`src/rtl/cam_grab_pkg.sv`:
```
package cam_grab_pkg;
  typedef enum logic [1:0] {
    ST_IDLE  = 2'd0,
    ST_WAIT  = 2'd1,
    ST_LINES = 2'd2,
    ST_DONE  = 2'd3
  } grab_state_t;
endpackage

```
`src/rtl/cam_stage2.sv`:
```
// Two-flop synchroniser for a bus of independent levels.
module cam_stage2 #(
  parameter int W = 1
) (
  input  logic         clk,
  input  logic         rst,
  input  logic [W-1:0] din,
  output logic [W-1:0] dout
);
  logic [W-1:0] meta;

  always_ff @(posedge clk) begin
    if (rst) begin
      meta <= '0;
      dout <= '0;
    end else begin
      meta <= din;
      dout <= meta;
    end
  end
endmodule

```
`src/rtl/cam_edge_sync.sv`:
```
// Synchronises N strobes and flags their rising edges.
module cam_edge_sync #(
  parameter int N = 3
) (
  input  logic         clk,
  input  logic         rst,
  input  logic [N-1:0] din,
  output logic [N-1:0] rise
);
  logic [N-1:0] lvl;
  logic [N-1:0] lvl_d;

  cam_stage2 #(.W(N)) u_sync (
    .clk  (clk),
    .rst  (rst),
    .din  (din),
    .dout (lvl)
  );

  always_ff @(posedge clk) begin
    if (rst) lvl_d <= '0;
    else     lvl_d <= lvl;
  end

  for (genvar i = 0; i < N; i++) begin : g_edge
    assign rise[i] = lvl[i] & ~lvl_d[i];
  end
endmodule

```
`src/rtl/cam_capture_ctrl.sv`:
```
// Frame/line/pixel sequencing and the registered write port.
module cam_capture_ctrl
  import cam_grab_pkg::*;
#(
  parameter int WIDTH  = 640,
  parameter int HEIGHT = 480,
  parameter int DATA_W = 16,
  localparam int XW  = (WIDTH  > 1) ? $clog2(WIDTH)  : 1,
  localparam int YW  = (HEIGHT > 1) ? $clog2(HEIGHT) : 1
) (
  input  logic              clk,
  input  logic              rst,
  input  logic              arm,
  input  logic              vs_rise,
  input  logic              hs_rise,
  input  logic              pc_rise,
  input  logic              lval,
  input  logic [DATA_W-1:0] data,
  output logic              wr_en,
  output logic [XW-1:0]     wr_x,
  output logic [YW-1:0]     wr_y,
  output logic [DATA_W-1:0] wr_data,
  output logic              frame_done
);
  localparam int XCW = $clog2(WIDTH + 1);
  localparam int YCW = $clog2(HEIGHT + 1);
  localparam logic [XCW-1:0] X_LIM  = XCW'(WIDTH);
  localparam logic [YCW-1:0] Y_LIM  = YCW'(HEIGHT);
  localparam logic [XCW-1:0] X_LAST = XCW'(WIDTH - 1);
  localparam logic [YW-1:0]  Y_LAST = YW'(HEIGHT - 1);

  grab_state_t     st, st_n;
  logic [YCW-1:0]  row_cnt, row_n;
  logic [XCW-1:0]  col_cnt, col_n;
  logic [YW-1:0]   cur_row, cur_n;
  logic            pix_en, pix_en_n;
  logic            do_wr;
  logic [XW-1:0]   wx;

  // Events within one cycle apply in order: frame, line, pixel.
  always_comb begin
    st_n     = st;
    row_n    = row_cnt;
    col_n    = col_cnt;
    cur_n    = cur_row;
    pix_en_n = pix_en;
    do_wr    = 1'b0;
    wx       = '0;
    if (arm) begin
      st_n     = ST_WAIT;
      row_n    = '0;
      col_n    = '0;
      pix_en_n = 1'b0;
    end else begin
      if (vs_rise && (st == ST_WAIT || st == ST_LINES)) begin
        st_n     = ST_LINES;
        row_n    = '0;
        pix_en_n = 1'b0;
      end
      if (st_n == ST_LINES && hs_rise && lval && row_n < Y_LIM) begin
        cur_n    = row_n[YW-1:0];
        row_n    = row_n + 1'b1;
        col_n    = '0;
        pix_en_n = 1'b1;
      end
      if (st_n == ST_LINES && pc_rise && lval && pix_en_n && col_n < X_LIM) begin
        do_wr = 1'b1;
        wx    = col_n[XW-1:0];
        if (col_n == X_LAST && cur_n == Y_LAST) st_n = ST_DONE;
        col_n = col_n + 1'b1;
      end
    end
  end

  always_ff @(posedge clk) begin
    if (rst) begin
      st         <= ST_IDLE;
      row_cnt    <= '0;
      col_cnt    <= '0;
      cur_row    <= '0;
      pix_en     <= 1'b0;
      wr_en      <= 1'b0;
      wr_x       <= '0;
      wr_y       <= '0;
      wr_data    <= '0;
      frame_done <= 1'b0;
    end else begin
      st         <= st_n;
      row_cnt    <= row_n;
      col_cnt    <= col_n;
      cur_row    <= cur_n;
      pix_en     <= pix_en_n;
      wr_en      <= do_wr;
      frame_done <= (st_n == ST_DONE);
      if (do_wr) begin
        wr_x    <= wx;
        wr_y    <= cur_n;
        wr_data <= data;
      end
    end
  end
endmodule

```
`src/rtl/cam_frame_grabber.sv`:
```
module cam_frame_grabber #(
  parameter int WIDTH  = 640,
  parameter int HEIGHT = 480,
  parameter int DATA_W = 16,
  localparam int XW = (WIDTH  > 1) ? $clog2(WIDTH)  : 1,
  localparam int YW = (HEIGHT > 1) ? $clog2(HEIGHT) : 1
) (
  input  logic              clk,
  input  logic              rst,
  input  logic              arm,
  input  logic              cam_vsync,
  input  logic              cam_hsync,
  input  logic              cam_pclk,
  input  logic              cam_lval,
  input  logic [DATA_W-1:0] cam_data,
  output logic              wr_en,
  output logic [XW-1:0]     wr_x,
  output logic [YW-1:0]     wr_y,
  output logic [DATA_W-1:0] wr_data,
  output logic              frame_done
);
  logic [2:0]        rise;
  logic [DATA_W:0]   lvl_bus;

  // Strobes: bit 2 frame, bit 1 line, bit 0 pixel.
  cam_edge_sync #(.N(3)) u_edges (
    .clk  (clk),
    .rst  (rst),
    .din  ({cam_vsync, cam_hsync, cam_pclk}),
    .rise (rise)
  );

  // Levels share the strobes' synchroniser depth so they stay aligned.
  cam_stage2 #(.W(DATA_W + 1)) u_levels (
    .clk  (clk),
    .rst  (rst),
    .din  ({cam_lval, cam_data}),
    .dout (lvl_bus)
  );

  cam_capture_ctrl #(
    .WIDTH  (WIDTH),
    .HEIGHT (HEIGHT),
    .DATA_W (DATA_W)
  ) u_ctrl (
    .clk        (clk),
    .rst        (rst),
    .arm        (arm),
    .vs_rise    (rise[2]),
    .hs_rise    (rise[1]),
    .pc_rise    (rise[0]),
    .lval       (lvl_bus[DATA_W]),
    .data       (lvl_bus[DATA_W-1:0]),
    .wr_en      (wr_en),
    .wr_x       (wr_x),
    .wr_y       (wr_y),
    .wr_data    (wr_data),
    .frame_done (frame_done)
  );
endmodule

```
`config.mk`:
```
export PLATFORM = sky130hd
export DESIGN_NAME = cam_frame_grabber
export DESIGN_NICKNAME = d
export VERILOG_FILES = /design/src/rtl/cam_grab_pkg.sv /design/src/rtl/cam_stage2.sv /design/src/rtl/cam_edge_sync.sv /design/src/rtl/cam_capture_ctrl.sv /design/src/rtl/cam_frame_grabber.sv
export SDC_FILE = /design/constraint.sdc
export NUM_CORES = 1
export LEC_CHECK = 0
export ABC_AREA = 1
export BUFFER_PORTS_ARGS = -buffer_cell sky130_fd_sc_hd__buf_2
export CORE_MARGIN = 3
export CORE_UTILIZATION = 43
export CTS_BUF_LIST = sky130_fd_sc_hd__clkbuf_16
export CTS_CLUSTER_DIAMETER = 200
export DETAILED_ROUTE_END_ITERATION = 16
export GPL_ROUTABILITY_DRIVEN = 0
export PLACE_DENSITY = 0.65
export SLEW_MARGIN = 5
export SYNTH_ARGS = -nofsm -noshare
export SYNTH_HDL_FRONTEND = slang
export SYNTH_SLANG_ARGS = --single-unit
```
`constraint.sdc`:
```
create_clock -name clk -period 2.6 [get_ports clk]
set_clock_uncertainty 0.15 [all_clocks]
set_input_delay 0.65 -clock clk [delete_from_list [all_inputs] [get_ports clk]]
set_output_delay 0.65 -clock clk [all_outputs]
set_load 0.01 [all_outputs]
```
==> impl_metrics.csv <==
group,metric,value,unit
global_routing,grt_overflow_total,0,
worst_setup_path,cp.required,2.72,ns
floorplan,design.die.area,10800,µm²
floorplan,chipHeight,104,µm
worst_setup_path,crit_path_start_kind,"flip-flop",
power_and_ir_drop,p_per_area,648,nW/µm²
global_routing,antenna_found_initial,0,
synth,synthesis.area,4120,µm²
clock_tree,postCtsSetupRepairBufs,0,
synth,synthFlopType,"dfxtp_1",
routing,drc_violations_left,0,
sta,finalWorstPathRequiredPeriod,2.33,ns
cells_and_area,post-route-util,52.4,%
power_and_ir_drop,p_leak,2.29,nW
worst_setup_path,timing.critical_path.to_type,"flip-flop",
place,placement.cell_area,4580,µm²
sta,totalNegativeSetupSlack,0,ns
routing,finalWirelength,8.63,mm
hold_path,hold_path_startpoint,"u_levels.meta[12]",
power_and_ir_drop,vdd_drop_max,0.000455,V
synth,synth_warnings,0,
global_routing,maximum_number_of_pins_on_one_net_before_global_route_repair,48,
cells_and_area,final_design_area_no_fill,4870,µm²
sta,tightestPinTransition,0.631,ns
routing,dr.pass1.iters,4,
sta,setup_viol_count_final,0,
cells_and_area,final_cell_mix,"nor2_1, dfxtp_1, inv_1",
floorplan,core,9280,µm²
cells_and_area,layout.area.seq,2220,µm²
hold_path,min-delay-path-class,"reg2reg",
clock_tree,cts-root-to-sink-buffers,2,
sta,maxSlewHeadroom,57.9,%
clock_tree,cts_root_cell,"clkbuf_16",
worst_setup_path,cp-startpoint,"u_ctrl.st[0]",
routing,met3RoutedLength,469,µm
sta,report.final.slew_viol_count,0,
floorplan,start_util,44.4,%
cells_and_area,n_antenna_cell,0,
clock_tree,numCtsBuffers,9,
synth,synth.ff_latch_count,111,
synth,post_synth.cell_area_avg,7.76,µm²
routing,wire_per_inst,11.9,µm
clock_tree,h_tree_level_count,3,
place,dpl_wire_length,5.89,mm
cells_and_area,final_nets,616,
routing,route.layer.met1.wl,4.10,mm
worst_setup_path,critPathArrivalTime,2.45,ns
cells_and_area,most_frequent_standard_cell_in_the_layout_excluding_fill_and_tap_cells,"nor2_1",
power_and_ir_drop,power,0.00315,W
worst_setup_path,r2r-start,"u_ctrl.st[0]",
floorplan,io_pins,60,
routing,vias,3339,
flow_run,timing.max_cap.violations,0,
place,buffer_ports.inserted,59,
global_routing,grt_pass1_wl,14.6,mm
synth,synth-edff-count,0,
global_routing,global_route.usage.total,16.3,%
worst_setup_path,critical_path.max_fanout,9,
synth,async_reset_ff_share,0,%
cells_and_area,synthToLayoutAreaGrowth,18.2,%
cells_and_area,post_layout_nonfiller_instances,723,
cells_and_area,post_route_cells_drive_above_1_share,18.4,%
cells_and_area,nFillCells,914,
clock_tree,clk_latency,0.34,ns
routing,antenna_left,0,
sta,layout_worst_path_cycle_share,89.6,%
worst_setup_path,criticalPathCategory,"reg2reg",
routing,drt_iter0_markers,137,
synth,synth_cell_type_count,30,
status,outcome,"finished, final reports clean",
place,place.detailed.instances,708,
routing,top_layer,"met4",
synth,syn_inst,531,
cells_and_area,area_of_the_multi_input_gates,1490,µm²
synth,synth-seq-area-share,53.9,%
sta,timing_hold_violations_final,0,
clock_tree,cts.sink_count,111,
routing,via_per_inst,4.62,
clock_tree,clock_pin_slew_on_the_worst_setup_and_hold_paths,0.07,ns
routing,route.met2.wl,3.98,mm
floorplan,die_x,104,µm
sta,clock.fmax,429,MHz
clock_tree,tritoncts,"yes",
floorplan,core.rowCount,35,
sta,grt_setup_unrepaired,"no",
synth,synthesis.nets,557,
global_routing,grt_pass1_vias,3142,
## final timing paths
path         depth (start not counted)  slack (ns)                 to
max                                 15        0.27       u_ctrl.st[0]
min                                  2        0.25  u_levels.dout[12]
max reg2reg                         15        0.27       u_ctrl.st[0]
min reg2reg                          2        0.25  u_levels.dout[12]
## cell families after synthesis
| group | Yosys count | synth area share, % |
|---|---|---|
| XOR/XNOR | 2 | 0.425 |
| AO/OA/AOI/OAI | 87 | 11.0 |
| adder cells (fa/ha/maj) | 3 | 0.911 |
| AND/OR/NAND/NOR | 226 | 23.3 |
| buffers and inverters | 102 | 10.4 |
| flip-flops | 111 | 53.9 |
## what timing repair did
item                       4_1_cts  5_1_grt
gates resized for setup          0        5
setup endpoints to repair        0        6
hold buffers                     0        0
## layout make-up
class,instances,area share [%]
Clock inverter,6,1.08
Sequential cell,111,45.6
Tap cell,129,3.32
Multi-Input combinational cell,318,30.6
Timing Repair Buffer,71,8.69
Inverter,79,6.09
Clock buffer,9,4.63
## through the flow
stage          hold WS [ns]  worst slack, ns
6_report              0.253            0.271
4_1_cts               0.255            0.175
3_5_place_dp          0.242            0.243
2_1_floorplan         0.238            0.236
3_3_place_gp          0.240            0.290
5_1_grt               0.265           0.0213
## power breakdown
group / switching (W) / total (W) / internal, W
combinational: 0.0000680 / 0.000107 / 0.0000391
clock: 0.000641 / 0.00130 / 0.000662
sequential: 0.0000103 / 0.00174 / 0.00173
## per-layer routing
layer	up-vias	global-route usage [%]
li1	1760	-
met3	11	4.28
met2	75	27.1
met1	1493	21.0
met4	0	4.27
met5	-	0
## worst max-delay path: stages (launching register included)
cell and delay (ns):
dfxtp_1 0.38, nand2_1 0.08, nand3_2 0.12, nand2_1 0.12, nor2_2 0.13, nand2_2 0.11, nand2_4 0.13, inv_2 0.07
nor2_2 0.12, ha_1 0.19, nand2_1 0.09, nor2_4 0.14, nand3_1 0.09, nor2_1 0.11, nand2_1 0.08, a21oi_1 0.13
## synth_stat cells, types with 4 or more instances
cell | count | area, µm²
a21oi_1 | 30 | 150
buf_2 | 5 | 25.0
buf_6 | 5 | 56.3
clkbuf_1 | 12 | 45.0
dfxtp_1 | 111 | 2220
inv_1 | 75 | 282
inv_2 | 4 | 15.0
nand2_1 | 67 | 251
nand3_1 | 19 | 95.1
nand4_1 | 4 | 25.0
nor2_1 | 118 | 443
nor2_2 | 5 | 31.3
o21ai_0 | 14 | 70.1
o21ai_1 | 36 | 180
## state kept, by name (all words and copies together), names as in the netlist
register and flops:
u_ctrl.row_cnt 9, u_levels.meta 17, u_ctrl.st 2, u_edges.u_sync.meta 3, u_edges.u_sync.dout 3, u_ctrl.wr_en 1
u_ctrl.wr_x 10, u_ctrl.wr_y 9, u_ctrl.pix_en 1, u_ctrl.col_cnt 10, u_edges.lvl_d 3, u_ctrl.wr_data 16
u_ctrl.cur_row 9, u_levels.dout 17, u_ctrl.frame_done 1
Power figures use the tool's default switching activity.
